--- src/rtl/sbf_pkg.sv ---
package sbf_pkg;
    localparam int CNT_W = 16;
    localparam int THR_W = 6;
    localparam int FLD_MAX = (1 << THR_W) - 1;

    // Bit order matches the register layout, bit 15 first.
    typedef struct packed {
        logic             rx_dma;
        logic             rx_flush;
        logic [THR_W-1:0] rx_thr_m1;
        logic             tx_dma;
        logic             tx_flush;
        logic [THR_W-1:0] tx_thr_m1;
    } cfg_t;

    typedef struct packed {
        cfg_t             cfg;
        logic [CNT_W-1:0] tx_rem;
        logic [CNT_W-1:0] rx_rem;
        logic             ovr;
        logic             udf;
    } ctl_t;

    function automatic logic [THR_W-1:0] sat_fld(input logic [CNT_W-1:0] v);
        return (v > CNT_W'(FLD_MAX)) ? THR_W'(FLD_MAX) : v[THR_W-1:0];
    endfunction
endpackage

--- src/rtl/sbf_fifo.sv ---
module sbf_fifo #(
    parameter int DEPTH = 16,
    localparam int AW = $clog2(DEPTH),
    localparam int LW = AW + 1
) (
    input  logic          clk,
    input  logic          rst_n,
    input  logic          flush,
    input  logic          push,
    input  logic [7:0]    din,
    input  logic          pop,
    output logic [7:0]    dout,
    output logic [LW-1:0] level,
    output logic          push_ok,
    output logic          pop_ok
);
    typedef struct packed {
        logic [AW-1:0] wr;
        logic [AW-1:0] rd;
        logic [LW-1:0] lvl;
    } ptr_t;

    ptr_t q, d;
    logic [7:0] mem [DEPTH];

    always_comb begin
        push_ok = push && !flush && (q.lvl != LW'(DEPTH));
        pop_ok  = pop && !flush && (q.lvl != '0);
        d = q;
        if (flush) begin
            d = '0;
        end else begin
            if (push_ok) d.wr = q.wr + AW'(1);
            if (pop_ok)  d.rd = q.rd + AW'(1);
            d.lvl = q.lvl + LW'(push_ok) - LW'(pop_ok);
        end
    end

    always_ff @(posedge clk or negedge rst_n) begin
        if (!rst_n) q <= '0;
        else        q <= d;
    end

    always_ff @(posedge clk) begin
        if (push_ok) mem[q.wr] <= din;
    end

    assign dout  = mem[q.rd];
    assign level = q.lvl;
endmodule

--- src/rtl/sbf_events.sv ---
module sbf_events #(
    parameter int CW = 16,
    parameter int LW = 5,
    parameter int TW = 6
) (
    input  logic [LW-1:0] avail,
    input  logic [CW-1:0] rem,
    input  logic [TW-1:0] thr_m1,
    output logic          ready,
    output logic          drain
);
    logic [CW-1:0] thr, av;

    always_comb begin
        thr   = CW'(thr_m1) + CW'(1);
        av    = CW'(avail);
        ready = (av >= thr) && (rem >= thr);
        drain = (rem != '0) && (rem < thr) && (av >= rem);
    end
endmodule

--- src/rtl/sbf_top.sv ---
module sbf_top
    import sbf_pkg::*;
#(
    parameter int DEPTH_CODE = 1,
    localparam int DEPTH = 8 << DEPTH_CODE,
    localparam int LW = $clog2(DEPTH) + 1
) (
    input  logic        clk,
    input  logic        rst_n,
    input  logic        cfg_we,
    input  logic [15:0] cfg_wdata,
    output logic [15:0] cfg_rdata,
    input  logic        cnt_we,
    input  logic [15:0] cnt_wdata,
    input  logic        host_tx_we,
    input  logic [7:0]  host_tx_data,
    input  logic        host_rx_re,
    output logic [7:0]  host_rx_data,
    input  logic        eng_tx_take,
    output logic [7:0]  eng_tx_byte,
    input  logic        eng_rx_put,
    input  logic [7:0]  eng_rx_byte,
    output logic [15:0] bufstat,
    output logic        tx_ready,
    output logic        tx_drain,
    output logic        rx_ready,
    output logic        rx_drain,
    output logic        rx_overrun,
    output logic        tx_underflow
);
    ctl_t q, d;
    cfg_t wcfg;
    logic tx_fl, rx_fl;
    logic tx_push_ok, tx_pop_ok, rx_push_ok, rx_pop_ok;
    logic [LW-1:0] tx_lvl, rx_lvl;

    assign wcfg  = cfg_t'(cfg_wdata);
    assign tx_fl = cfg_we && wcfg.tx_flush;
    assign rx_fl = cfg_we && wcfg.rx_flush;

    sbf_fifo #(.DEPTH(DEPTH)) u_txq (
        .clk(clk), .rst_n(rst_n), .flush(tx_fl),
        .push(host_tx_we), .din(host_tx_data),
        .pop(eng_tx_take), .dout(eng_tx_byte),
        .level(tx_lvl), .push_ok(tx_push_ok), .pop_ok(tx_pop_ok)
    );

    sbf_fifo #(.DEPTH(DEPTH)) u_rxq (
        .clk(clk), .rst_n(rst_n), .flush(rx_fl),
        .push(eng_rx_put), .din(eng_rx_byte),
        .pop(host_rx_re), .dout(host_rx_data),
        .level(rx_lvl), .push_ok(rx_push_ok), .pop_ok(rx_pop_ok)
    );

    // Direction 0 is transmit (paced by free space), 1 is receive (by level).
    logic [LW-1:0]    ev_avail [2];
    logic [CNT_W-1:0] ev_rem   [2];
    logic [THR_W-1:0] ev_thr   [2];
    logic [1:0]       ev_rdy, ev_drn;

    assign ev_avail[0] = LW'(DEPTH) - tx_lvl;
    assign ev_avail[1] = rx_lvl;
    assign ev_rem[0]   = q.tx_rem;
    assign ev_rem[1]   = q.rx_rem;
    assign ev_thr[0]   = q.cfg.tx_thr_m1;
    assign ev_thr[1]   = q.cfg.rx_thr_m1;

    for (genvar g = 0; g < 2; g++) begin : g_ev
        sbf_events #(.CW(CNT_W), .LW(LW), .TW(THR_W)) u_ev (
            .avail(ev_avail[g]), .rem(ev_rem[g]), .thr_m1(ev_thr[g]),
            .ready(ev_rdy[g]), .drain(ev_drn[g])
        );
    end

    always_comb begin
        d = q;
        d.cfg.rx_flush = 1'b0;
        d.cfg.tx_flush = 1'b0;
        if (cfg_we) d.cfg = wcfg;
        if (cnt_we) begin
            d.tx_rem = cnt_wdata;
            d.rx_rem = cnt_wdata;
            d.ovr    = 1'b0;
            d.udf    = 1'b0;
        end else begin
            if (tx_push_ok && q.tx_rem != '0) d.tx_rem = q.tx_rem - CNT_W'(1);
            if (rx_pop_ok && q.rx_rem != '0)  d.rx_rem = q.rx_rem - CNT_W'(1);
        end
        if (eng_rx_put && !rx_fl && !rx_push_ok) d.ovr = 1'b1;
        if (eng_tx_take && !tx_fl && !tx_pop_ok) d.udf = 1'b1;
    end

    always_ff @(posedge clk or negedge rst_n) begin
        if (!rst_n) q <= '0;
        else        q <= d;
    end

    assign cfg_rdata    = q.cfg;
    assign bufstat      = {2'(DEPTH_CODE), sat_fld(CNT_W'(rx_lvl)), 2'b00, sat_fld(q.tx_rem)};
    assign tx_ready     = ev_rdy[0];
    assign tx_drain     = ev_drn[0];
    assign rx_ready     = ev_rdy[1];
    assign rx_drain     = ev_drn[1];
    assign rx_overrun   = q.ovr;
    assign tx_underflow = q.udf;
endmodule

--- config.mk ---
export PLATFORM = sky130hd
export DESIGN_NAME = sbf_top
export DESIGN_NICKNAME = d
export VERILOG_FILES = /design/src/rtl/sbf_pkg.sv /design/src/rtl/sbf_fifo.sv /design/src/rtl/sbf_events.sv /design/src/rtl/sbf_top.sv
export SDC_FILE = /design/constraint.sdc
export NUM_CORES = 1
export LEC_CHECK = 0
export ABC_AREA = 0
export BUFFER_PORTS_ARGS = -buffer_cell sky130_fd_sc_hd__buf_4
export CAP_MARGIN = 20
export CELL_PAD_IN_SITES_DETAIL_PLACEMENT = 1
export CELL_PAD_IN_SITES_GLOBAL_PLACEMENT = 1
export CORE_ASPECT_RATIO = 0.8
export CORE_MARGIN = 1
export CORE_UTILIZATION = 45
export CTS_CLUSTER_DIAMETER = 30
export DETAILED_ROUTE_END_ITERATION = 12
export HOLD_SLACK_MARGIN = 0.05
export PLACE_DENSITY_LB_ADDON = 0.1
export SLEW_MARGIN = 20
export SYNTH_ARGS = -nofsm -noshare
export SYNTH_HDL_FRONTEND = slang
export SYNTH_SLANG_ARGS = --single-unit
--- constraint.sdc ---
create_clock -name clk -period 7.05 [get_ports clk]
set_input_delay 0.3525 -clock clk [delete_from_list [all_inputs] [get_ports clk]]
set_output_delay 0.3525 -clock clk [all_outputs]
set_load 0.02 [all_outputs]
Yosys cells after proc, flatten, opt, wreduce, memory -nomap -nowiden
Memory sizes are Yosys's and may differ from the RTL's.
Cells that the tools add are included.
- output and inout port bits: 54
- register bits after elaboration: 76
- logic and storage cells: 96
- input port bits: 56
- memory bits (writable): 256
- memories: 2
- equality and inequality tests: 2
- multiplexer cells: 18
- $lt $le $gt $ge: 9
- add/sub/neg operators: 13
- reductions and logical operators: 36
- memories (name ; words ; width ; rd ports ; clocked after memory_dff ; write ports ; RTL line ; RTL):
    u_rxq.mem ; 16 ; 8 ; 1 ; 0 ; 1 ; sbf_fifo.sv:24 ; logic [7:0] mem [DEPTH];
    u_txq.mem ; 16 ; 8 ; 1 ; 0 ; 1 ; sbf_fifo.sv:24 ;
- operators with widths (operator ; count):
    $ge 5x16->1 ; 4
    $ge 16x16->1 ; 2
    $lt 16x16->1 ; 2
    $mux 16 ; 2
    $mux 32 ; 1
    $reduce_bool 16->1 ; 2
    $sub 16x1->16 const B ; 2
    $mux 13 ; 2
    $logic_and 1x1->1 ; 20
    $add 4x1->4 const B ; 4
    $gt 16x6->1 const B ; 1
    $mux 4 ; 4
    $reduce_bool 2->1 ; 8
    $mux 15 ; 1
    $add 6x1->7 const B ; 2
    $add 5x1->5 ; 2
    $ne 5x5->1 const B ; 2
    $reduce_bool 5->1 ; 2
    $sub 5x1->5 ; 2
    $mux 1 ; 6
    $mux 6 ; 1
    $sub 5x5->5 const A ; 1
    $logic_not 1->1 ; 4
    $mux 2 ; 1

Logic depth before layout (Yosys ltp)
Gate-level depths: netlist of run 1.
- depth after elaboration: 7
- gate-level depth with buffers: 15
- gate-level depth less buffers: 14

Hierarchy
Synthesis of run 1 repeated with hierarchy kept, for this count alone.
- cell total of the unflattened synthesis: 1123
- area, all modules: 15802.7 um^2
- by module, submodules not included (module ; sequential area each (um^2) ; area an instance (um^2) ; instances ; cells an instance):
    sbf_fifo ; 4169.0 ; 5948.2 ; 2 ; 343
    sbf_top ; 1251.2 ; 2860.2 ; 1 ; 301
    sbf_events ; 0.0 ; 523.0 ; 2 ; 68

Worst setup path after synthesis of run 1
Ideal clock, no wire load.
- kind: register -> register
- start point: register u_rxq.q, in the netlist u_rxq.level[3]
- end point: register u_rxq.q, in the netlist u_rxq.level[4]
- path slack: 3.892 ns
- clock period less this slack: 3.158 ns
- path buffers: 2
- library setup time: 0.078 ns
- stages on the path, launching flop included: 15
- data arrival time: 3.080 ns
- data required time: 6.972 ns
- path through: dfrtp_1 > inv_1 > ha_1 > or4b_1 > clkbuf_1 > and2_1 > clkbuf_1 > ha_1 > inv_1 > ha_1 > fa_1 > a21oi_1 > nor2_1 > or3_1 > a21oi_1
- RTL lines (item ; RTL line ; RTL):
    start: declaration ; sbf_fifo.sv:23 ; ptr_t q, d;
    start signal: assignment ; sbf_fifo.sv:40 ; if (!rst_n) q <= '0;
    start signal: assignment ; sbf_fifo.sv:41 ; else q <= d;

Worst setup path in the final report of run 1
- start point: register q, in the netlist cfg_rdata[0]
- end point: output port tx_drain
- longest elaborated chain between the ends: 4
- RTL lines (item ; RTL line ; RTL):
    start: declaration ; sbf_top.sv:31 ; ctl_t q, d;
    start signal: assignment ; sbf_top.sv:94 ; if (!rst_n) q <= '0;
    start signal: assignment ; sbf_top.sv:95 ; else q <= d;
    $add 6x1->7 ; sbf_events.sv:15 ; thr = CW'(thr_m1) + CW'(1);
    $lt 16x16->1 ; sbf_events.sv:18 ; drain = (rem != '0) && (rem < thr) && (av >= rem);
    $logic_and 1x1->1 (2 in a row) ; sbf_events.sv:18 ;
    end: declaration ; sbf_top.sv:25 ; output logic tx_drain,
No other way between the ends.

==> summary.txt, run 1 <==
Crit path kind = reg2out
Synth Cell Area = 0.0151 mm2
WL per Instance = 22.2 um
Critical Path RT = 6.70 ns
Vias in the first global route = 9,754
Cells after Synth = 992
Most common cell after layout, fill and taps aside = edfxtp_1
Final Setup Violations = 0
Area share of the largest cell type after synthesis = 50.8%
CTS Buffer Depth = 3
Area leader, netlist = edfxtp_1
Top Ports = 110
Yosys Warn Count = 0
1st-pass router iterations = 7
PortBufs = 104
Leak pwr = 0.00707 uW
Crit-path max FO = 5
CTS tree = yes
Total CTS buffers = 68
Cells on worst reg2reg path = 8
Initial core utilization = 46.1%
Area of the core = 0.0328 mm2
Largest net degree at the start of global routing = 47
Later-pin clock latency in the skew report = 0.57 ns
Skew final = 0.0288 ns
Initial antenna violation count = 0
Number of synthesized flops with an enable pin = 256
Post-synthesis async set-or-reset flop share = 22.9%
Setup bufs post-CTS = 0
Vias post-DR = 9,044
Worst Hold Depth = 3
Max incr delay on CP = 0.52 ns
Num rows = 59
Power Density = 406 mW/mm2
TritonCTS Sinks = 332
CP most frequent cell = ha_1
Hold Fails Final Rpt = 0
Most frequent cells in the layout = edfxtp_1, buf_4, dfrtp_1
Worst setup EP type = output port
Crit-path slowest cell = a2111oi_0
Crit path arrival time = 3.14 ns
Unrepaired setup endpoints after global routing = false
Chip Width = 207 um
Actual slew at the worst max-slew pin = 1.14 ns
Tot Pwr = 7670 uW
Sequential fraction of the synthesis area = 63.4%
Final period utilization = 49.5%
MaxCap Viol Count = 0
VDD IR max = 199 uV
Vias per Instance = 5.54
Final Wtd Congestion = 0.832
Root Driver = clkbuf_16
Global route overflow = 0
Critical path launch point type = flip-flop
Final-layout fill cell count = 3,070
# DRC = 0
Layout Area Growth over Synthesis = 24.9%
Critical path cell sequence = ha_1 > xnor2_1 > ha_1 > and4b_1 > a211oi_1 > o211ai_1 > a2111oi_0 > buf_4
H-Tree Depth = 3
Post-DP Area = 0.0163 mm2
Height of the die = 166 um
Wire length of the first global-routing pass = 57,100 um
Detailed Place HPWL = 24,100 um
Layout Nets = 1,272
Class of the worst hold path = in2reg
Synth area leaders = edfxtp_1, dfrtp_1, mux4_2
Top_reg_cell synth = edfxtp_1
Post-synth cell types = 63
Share of cells above drive strength 1 = 25.9%
Overall routing resource usage = 22.0%
Fmax = 0.287 GHz
ANT nets after route = 0
Synth Register Bits = 332
Max-slew violation count = 0
Die Area = 0.0343 mm2
Seq. cell area = 0.00959 mm2
R2R Setup Slk = 3.61 ns
Post-route cell area = 0.0189 mm2
Synthesized area per cell = 15.2 um2
Clock-pin slew on the worst setup and hold paths = 0.05 ns
Initial drt markers = 531
Worst rel slew slack = 23.3%
Fin Setup TNS = 0 ns
Total Wirelength = 36,300 um
Final Critical Period = 3.49 ns
Area occupied by multi-input gates = 0.00517 mm2
Status = finished clean
final timing paths:
kind / end / start
setup / recovery: tx_drain / cfg_rdata[0]$_DFFE_PN0P_
hold / removal: ev_rem[12]$_DFFE_PN0P_ / cnt_wdata[12]
setup reg to reg: u_txq.mem[0][0]$_DFFE_PP_ / u_txq.level[2]$_DFF_PN0_
hold reg to reg: rx_overrun$_DFFE_PN0P_ / rx_overrun$_DFFE_PN0P_
max in group asynchronous: u_rxq.q[5]$_DFFE_PN0P_ / rst_n
min in group asynchronous: cfg_rdata[1]$_DFFE_PN0P_ / rst_n
worst max-delay path: cells and delay by family, from the launching register on:
kind | cells | cell delay, ns
DFF | 1 | 0.42
buffers and inverters | 1 | 0.25
and+or+nand+nor | 1 | 0.22
adders and majority gates | 2 | 0.55
xor gates and xnor gates | 1 | 0.24
AOI/OAI and AO/OA | 3 | 0.89
kinds of logic (layout without fill, tap and decap cells):
logic type,after synthesis,count (layout),share of synthesized area [%]
flops,332,332,63.4
compound gates,110,110,4.97
other cells,2,6,0.0497
simple gates,234,234,8.51
buf+inv,89,298,2.52
mux,110,110,12.1
xor+xnor,48,48,2.78
fa+ha+maj,67,67,5.64
per-stage QoR:
| step | hold WS, ns | setup slack (ns) | util [%] | cells |
|---|---|---|---|---|
| detailed placement | 0.328 | 3.46 | 49.6 | 1484 |
| floorplan | 0.0569 | 3.89 | - | 995 |
| finish | 0.0717 | 3.56 | 57.6 | 1632 |
| global placement | 0.324 | 3.79 | 49.6 | 1484 |
| CTS | 0.0517 | 3.46 | 57.5 | 1630 |
| global route | 0.0654 | 3.41 | 57.6 | 1631 |
registers in the layout, indices dropped and copies added (netlist names):
name	count
ev_rem	32
u_rxq.q	8
u_txq.level	5
u_txq.mem	128
cfg_rdata	16
u_txq.q	8
tx_underflow	1
u_rxq.mem	128
rx_overrun	1
u_rxq.level	5
routing by layer:
metal	wire length, um	track usage, %	up-vias	part of all wire (%)
li1	-	-	4161	-
met1	16800	31.5	4630	46
met2	17100	33.8	196	47
met3	1670	4.89	57	4.6
met4	676	6.38	0	1.9
met5	0	0	-	0
where the power goes:
group	switching [uW]	internal [uW]	leakage [uW]
logic	1060	894	0.00270
clock network	1060	2190	0.00115
registers	168	2290	0.00322
cell type report:
class | count | share of cell area, %
flip-flops and latches | 332 | 50.8
multi-input cells | 574 | 27.4
clock buffers | 78 | 9.43
repair buffers | 133 | 5.58
clock inverters | 47 | 3.12
well taps | 427 | 2.83
inverters | 40 | 0.795
diodes | 1 | 0.0133
synth_stat cells (20+ instances only):
library cell and instances:
and2_1 25, xnor2_1 28, dfrtp_1 76, nor2_1 52, mux2i_1 34, ha_1 65
mux4_2 56, xor2_1 20, clkbuf_1 31, edfxtp_1 256, nand2_1 40, inv_1 38
a21oi_1 25
what timing repair did:
| action | 4_1_cts | 5_1_grt |
|---|---|---|
| endpoints found under the setup margin | 0 | 0 |
| gates resized for setup | 0 | 0 |
| endpoints found under the hold margin | 53 | 1 |
| hold buffers | 21 | 1 |
Power figures use the tool's default switching activity.
==> run 2, diff against run 1 <==
Settings changed: ABC_AREA 0 to 1.
Clock period 7.05 ns to 3.5 ns, I/O delays scaled along.
==> run 2 against run 1 <==
  * Sequential share of layout area down 3.7 points
  * First-iteration DRC count up 54%
  * Combinational power rose to 2.5 times the previous value
  * Clock skew down 0.012 ns
  * Critical path depth up 10
  * Largest cell class unchanged
  * Worst hold slack better by 0.0082 ns
  * Clock-buffer cell count up 7
  * Non-clock buffer count up 49
  * Synthesized cell count up 58%
==> summary.txt, run 2 <==
Final Setup Violations = 0 (unchanged)
Clock-pin slew on the worst setup and hold paths = 0.04 ns (about the same)
Worst slack, placed = 0.367 ns (-3.09 ns)
Overall routing resource usage = 27.9% (+5.8 points)
Initial drt markers = 820 (+54%)
1st-pass router iterations = 5 (-2)
Min setup slack post-route = 0.342 ns (-3.22 ns)
Most common cell after layout, fill and taps aside = nand2_1
Post-synthesis async set-or-reset flop share = 22.9% (unchanged)
Setup bufs post-CTS = 0 (unchanged)
Max incr delay on CP = 0.40 ns (-0.12 ns)
ANT nets after route = 0 (unchanged)
Final period utilization = 90.2%
MaxCap Viol Count = 0 (unchanged)
Wire length of the first global-routing pass = 76,300 um (+34%)
Area of the core = 0.0348 mm2 (+6.2%)
Total Wirelength = 48,400 um (+34%)
Crit path arrival time = 3.60 ns (+0.46 ns)
Vias post-DR = 12,400 (+37%)
Max-slew violation count = 0 (unchanged)
TritonCTS Sinks = 332 (unchanged)
Crit-path slowest cell = fa_1
Chip Width = 213 um (+2.7%)
Net Sw Frac = 34.7% (+4.8 points)
Num rows = 61 (+3.4%)
Later-pin clock latency in the skew report = 0.58 ns (about the same)
Fin Setup TNS = 0 ns (unchanged)
Critical path launch point type = flip-flop
Number of synthesized flops with an enable pin = 256 (unchanged)
Most frequent cell after synthesis = nand2_1
Synth Cell Area = 0.0160 mm2 (+5.6%)
Global route overflow = 0 (unchanged)
Area leader, netlist = edfxtp_1
Most frequent cells in the layout = nand2_1, edfxtp_1, nor2_1
Skew final = 0.0165 ns (-0.0123 ns)
Unrepaired setup endpoints after global routing = false
CTS tree = yes
Final Wtd Congestion = 0.828 (-0.47%)
Actual slew at the worst max-slew pin = 1.09 ns (-0.0494 ns)
Worst setup EP type = flip-flop
Area share of the largest cell type after synthesis = 48.2% (-2.7 points)
Fmax = 0.317 GHz
Top Ports = 110 (unchanged)
Hold Fails Final Rpt = 0 (unchanged)
Psw = 5950 uW (+160%)
WL per Instance = 21.2 um (-4.8%)
Total CTS buffers = 75 (+10%)
CTS Buffer Depth = 3 (unchanged)
PortBufs = 104 (unchanged)
Yosys Warn Count = 0 (unchanged)
Class of the worst hold path = in2reg
Share of cells above drive strength 1 = 16.2% (-9.7 points)
Detailed Place HPWL = 30,100 um (+25%)
Critical path cell sequence = inv_1 > ha_1 > nand2_1 > inv_1 > ha_1 > nand3b_1 > inv_1 > ha_1 > inv_1 > ha_1 > fa_1 > inv_1 > nor2_1 > nor2_1 > nor2_1 > nor2_1 > xor2_1 > nor2_1
Vias per Instance = 5.42 (-2.3%)
Vias in the first global route = 13,200 (+35%)
Crit path kind = reg2reg
Final-layout fill cell count = 3,754 (+22%)
Clock share of power = 42.5% (about the same)
Root Driver = clkbuf_16
Sequential fraction of the synthesis area = 60.1% (-3.4 points)
# DRC = 0 (unchanged)
Crit-path max FO = 6 (+1)
Layout Area Growth over Synthesis = 27.4%
Initial core utilization = 45.9% (-0.26 points)
Final Critical Period = 3.16 ns
Cells after Synth = 1,565 (+58%)
Post-synth cell types = 49 (-22%)
Final core utilization = 58.5% (+0.87 points)
Status = finished clean
Die Area = 0.0362 mm2 (+5.5%)
Largest net degree at the start of global routing = 69 (+47%)
H-Tree Depth = 3 (unchanged)
Synth Register Bits = 332 (unchanged)
Sequential share of power = 28.8% (-3.3 points)
Layout Nets = 1,880 (+48%)
Commonest cells in the netlist = nand2_1, edfxtp_1, nor2_1
Gate power share = 28.7% (+3.2 points)
Height of the die = 170 um (+2.7%)
VDD IR max = 607 uV (+210%)
Initial antenna violation count = 0 (unchanged)
Synth area leaders = edfxtp_1, dfrtp_1, nand2_1
Internal power = 11,200 uW (+110%)
Leak pwr = 0.00827 uW (+17%)
Worst rel slew slack = 26.5% (+3.2 points)
Top_reg_cell synth = edfxtp_1
Power Density = 844 mW/mm2 (+110%)
Critical Path RT = 3.94 ns (-2.76 ns)
Synthesized area per cell = 10.2 um2 (-33%)
Ant. Diodes = 0 (-1)
-- run 2: metrics by stage --
stage | instances | area, um2 | power, uW | hold slack, ns
after floorplan | 1568 | 16000 | 8110 | -0.121
after global placement | 2089 | 17100 | 9620 | 0.340
after detailed placement | 2089 | 17100 | 9810 | 0.357
after CTS | 2290 | 20300 | 17300 | 0.0504
after global routing | 2290 | 20300 | 18100 | 0.0917
final | 2290 | 20300 | 17200 | 0.0800
-- run 2: final timing paths --
check                                         start                   endpoint  slack, ns  cells after the start
setup / recovery           u_txq.level[1]$_DFF_PN0_   u_txq.level[4]$_DFF_PN0_       0.34                     18
hold / removal                               cfg_we  cfg_rdata[13]$_DFFE_PN0P_       0.08                      3
setup reg to reg           u_txq.level[1]$_DFF_PN0_   u_txq.level[4]$_DFF_PN0_       0.34                     18
hold reg to reg            cfg_rdata[7]$_DFFE_PN0P_   cfg_rdata[7]$_DFFE_PN0P_       0.53                      1
max in group asynchronous                     rst_n   cfg_rdata[4]$_DFFE_PN0P_       2.39                      3
min in group asynchronous                     rst_n   u_rxq.level[2]$_DFF_PN0_       0.26                      2
-- run 2: cell families after synthesis --
family / Yosys count / synth area share (%)
DFF: 332 / 60.1
other: 2 / 0.0470
adders and majority gates: 67 / 5.35
and+or+nand+nor: 694 / 18.6
buffers and inverters: 190 / 5.22
AOI/OAI and AO/OA: 258 / 9.44
muxes: 6 / 0.423
xor gates and xnor gates: 16 / 0.878
-- run 2: area by class of cell --
class                           instances  area, um2  area share [%]
Clock buffer                           85       1950            9.56
Clock inverter                         53        673            3.31
Inverter                              120        455            2.24
Multi-Input combinational cell       1046       5550            27.3
Sequential cell                       332       9590            47.1
Tap cell                              472        591            2.90
Timing Repair Buffer                  182       1540            7.55
-- run 2: power by group through the flow --
stage,Combinational (uW),Clock [uW],Sequential (uW)
finish,4930,7310,4940
global route,5500,7570,4990
CTS,4950,7370,4940
detailed placement,4810,0,5000
global placement,4630,0,4990
floorplan,3210,0,4890
-- run 2: timing repair --
item | in CTS | in global routing
hold endpoints to repair | 376 | 0
hold buffers | 63 | 0
resized for setup | 0 | 0
-- run 2: metal layers --
layer | vias to the layer above | share of wire (%) | global-route usage, %
li1 | 5786 | - | -
met1 | 6212 | 46 | 38.0
met2 | 312 | 47 | 45.1
met3 | 91 | 4.6 | 4.96
met4 | 0 | 2.2 | 9.13
met5 | - | 0 | 0
-- run 2: critical path, delay by kind of cell, from the launching register on --
| kind | cells | cell delay (ns) |
|---|---|---|
| flops | 1 | 0.37 |
| buf+inv | 5 | 0.55 |
| fa+ha+maj | 5 | 1.31 |
| simple gates | 7 | 0.64 |
| xor+xnor | 1 | 0.16 |
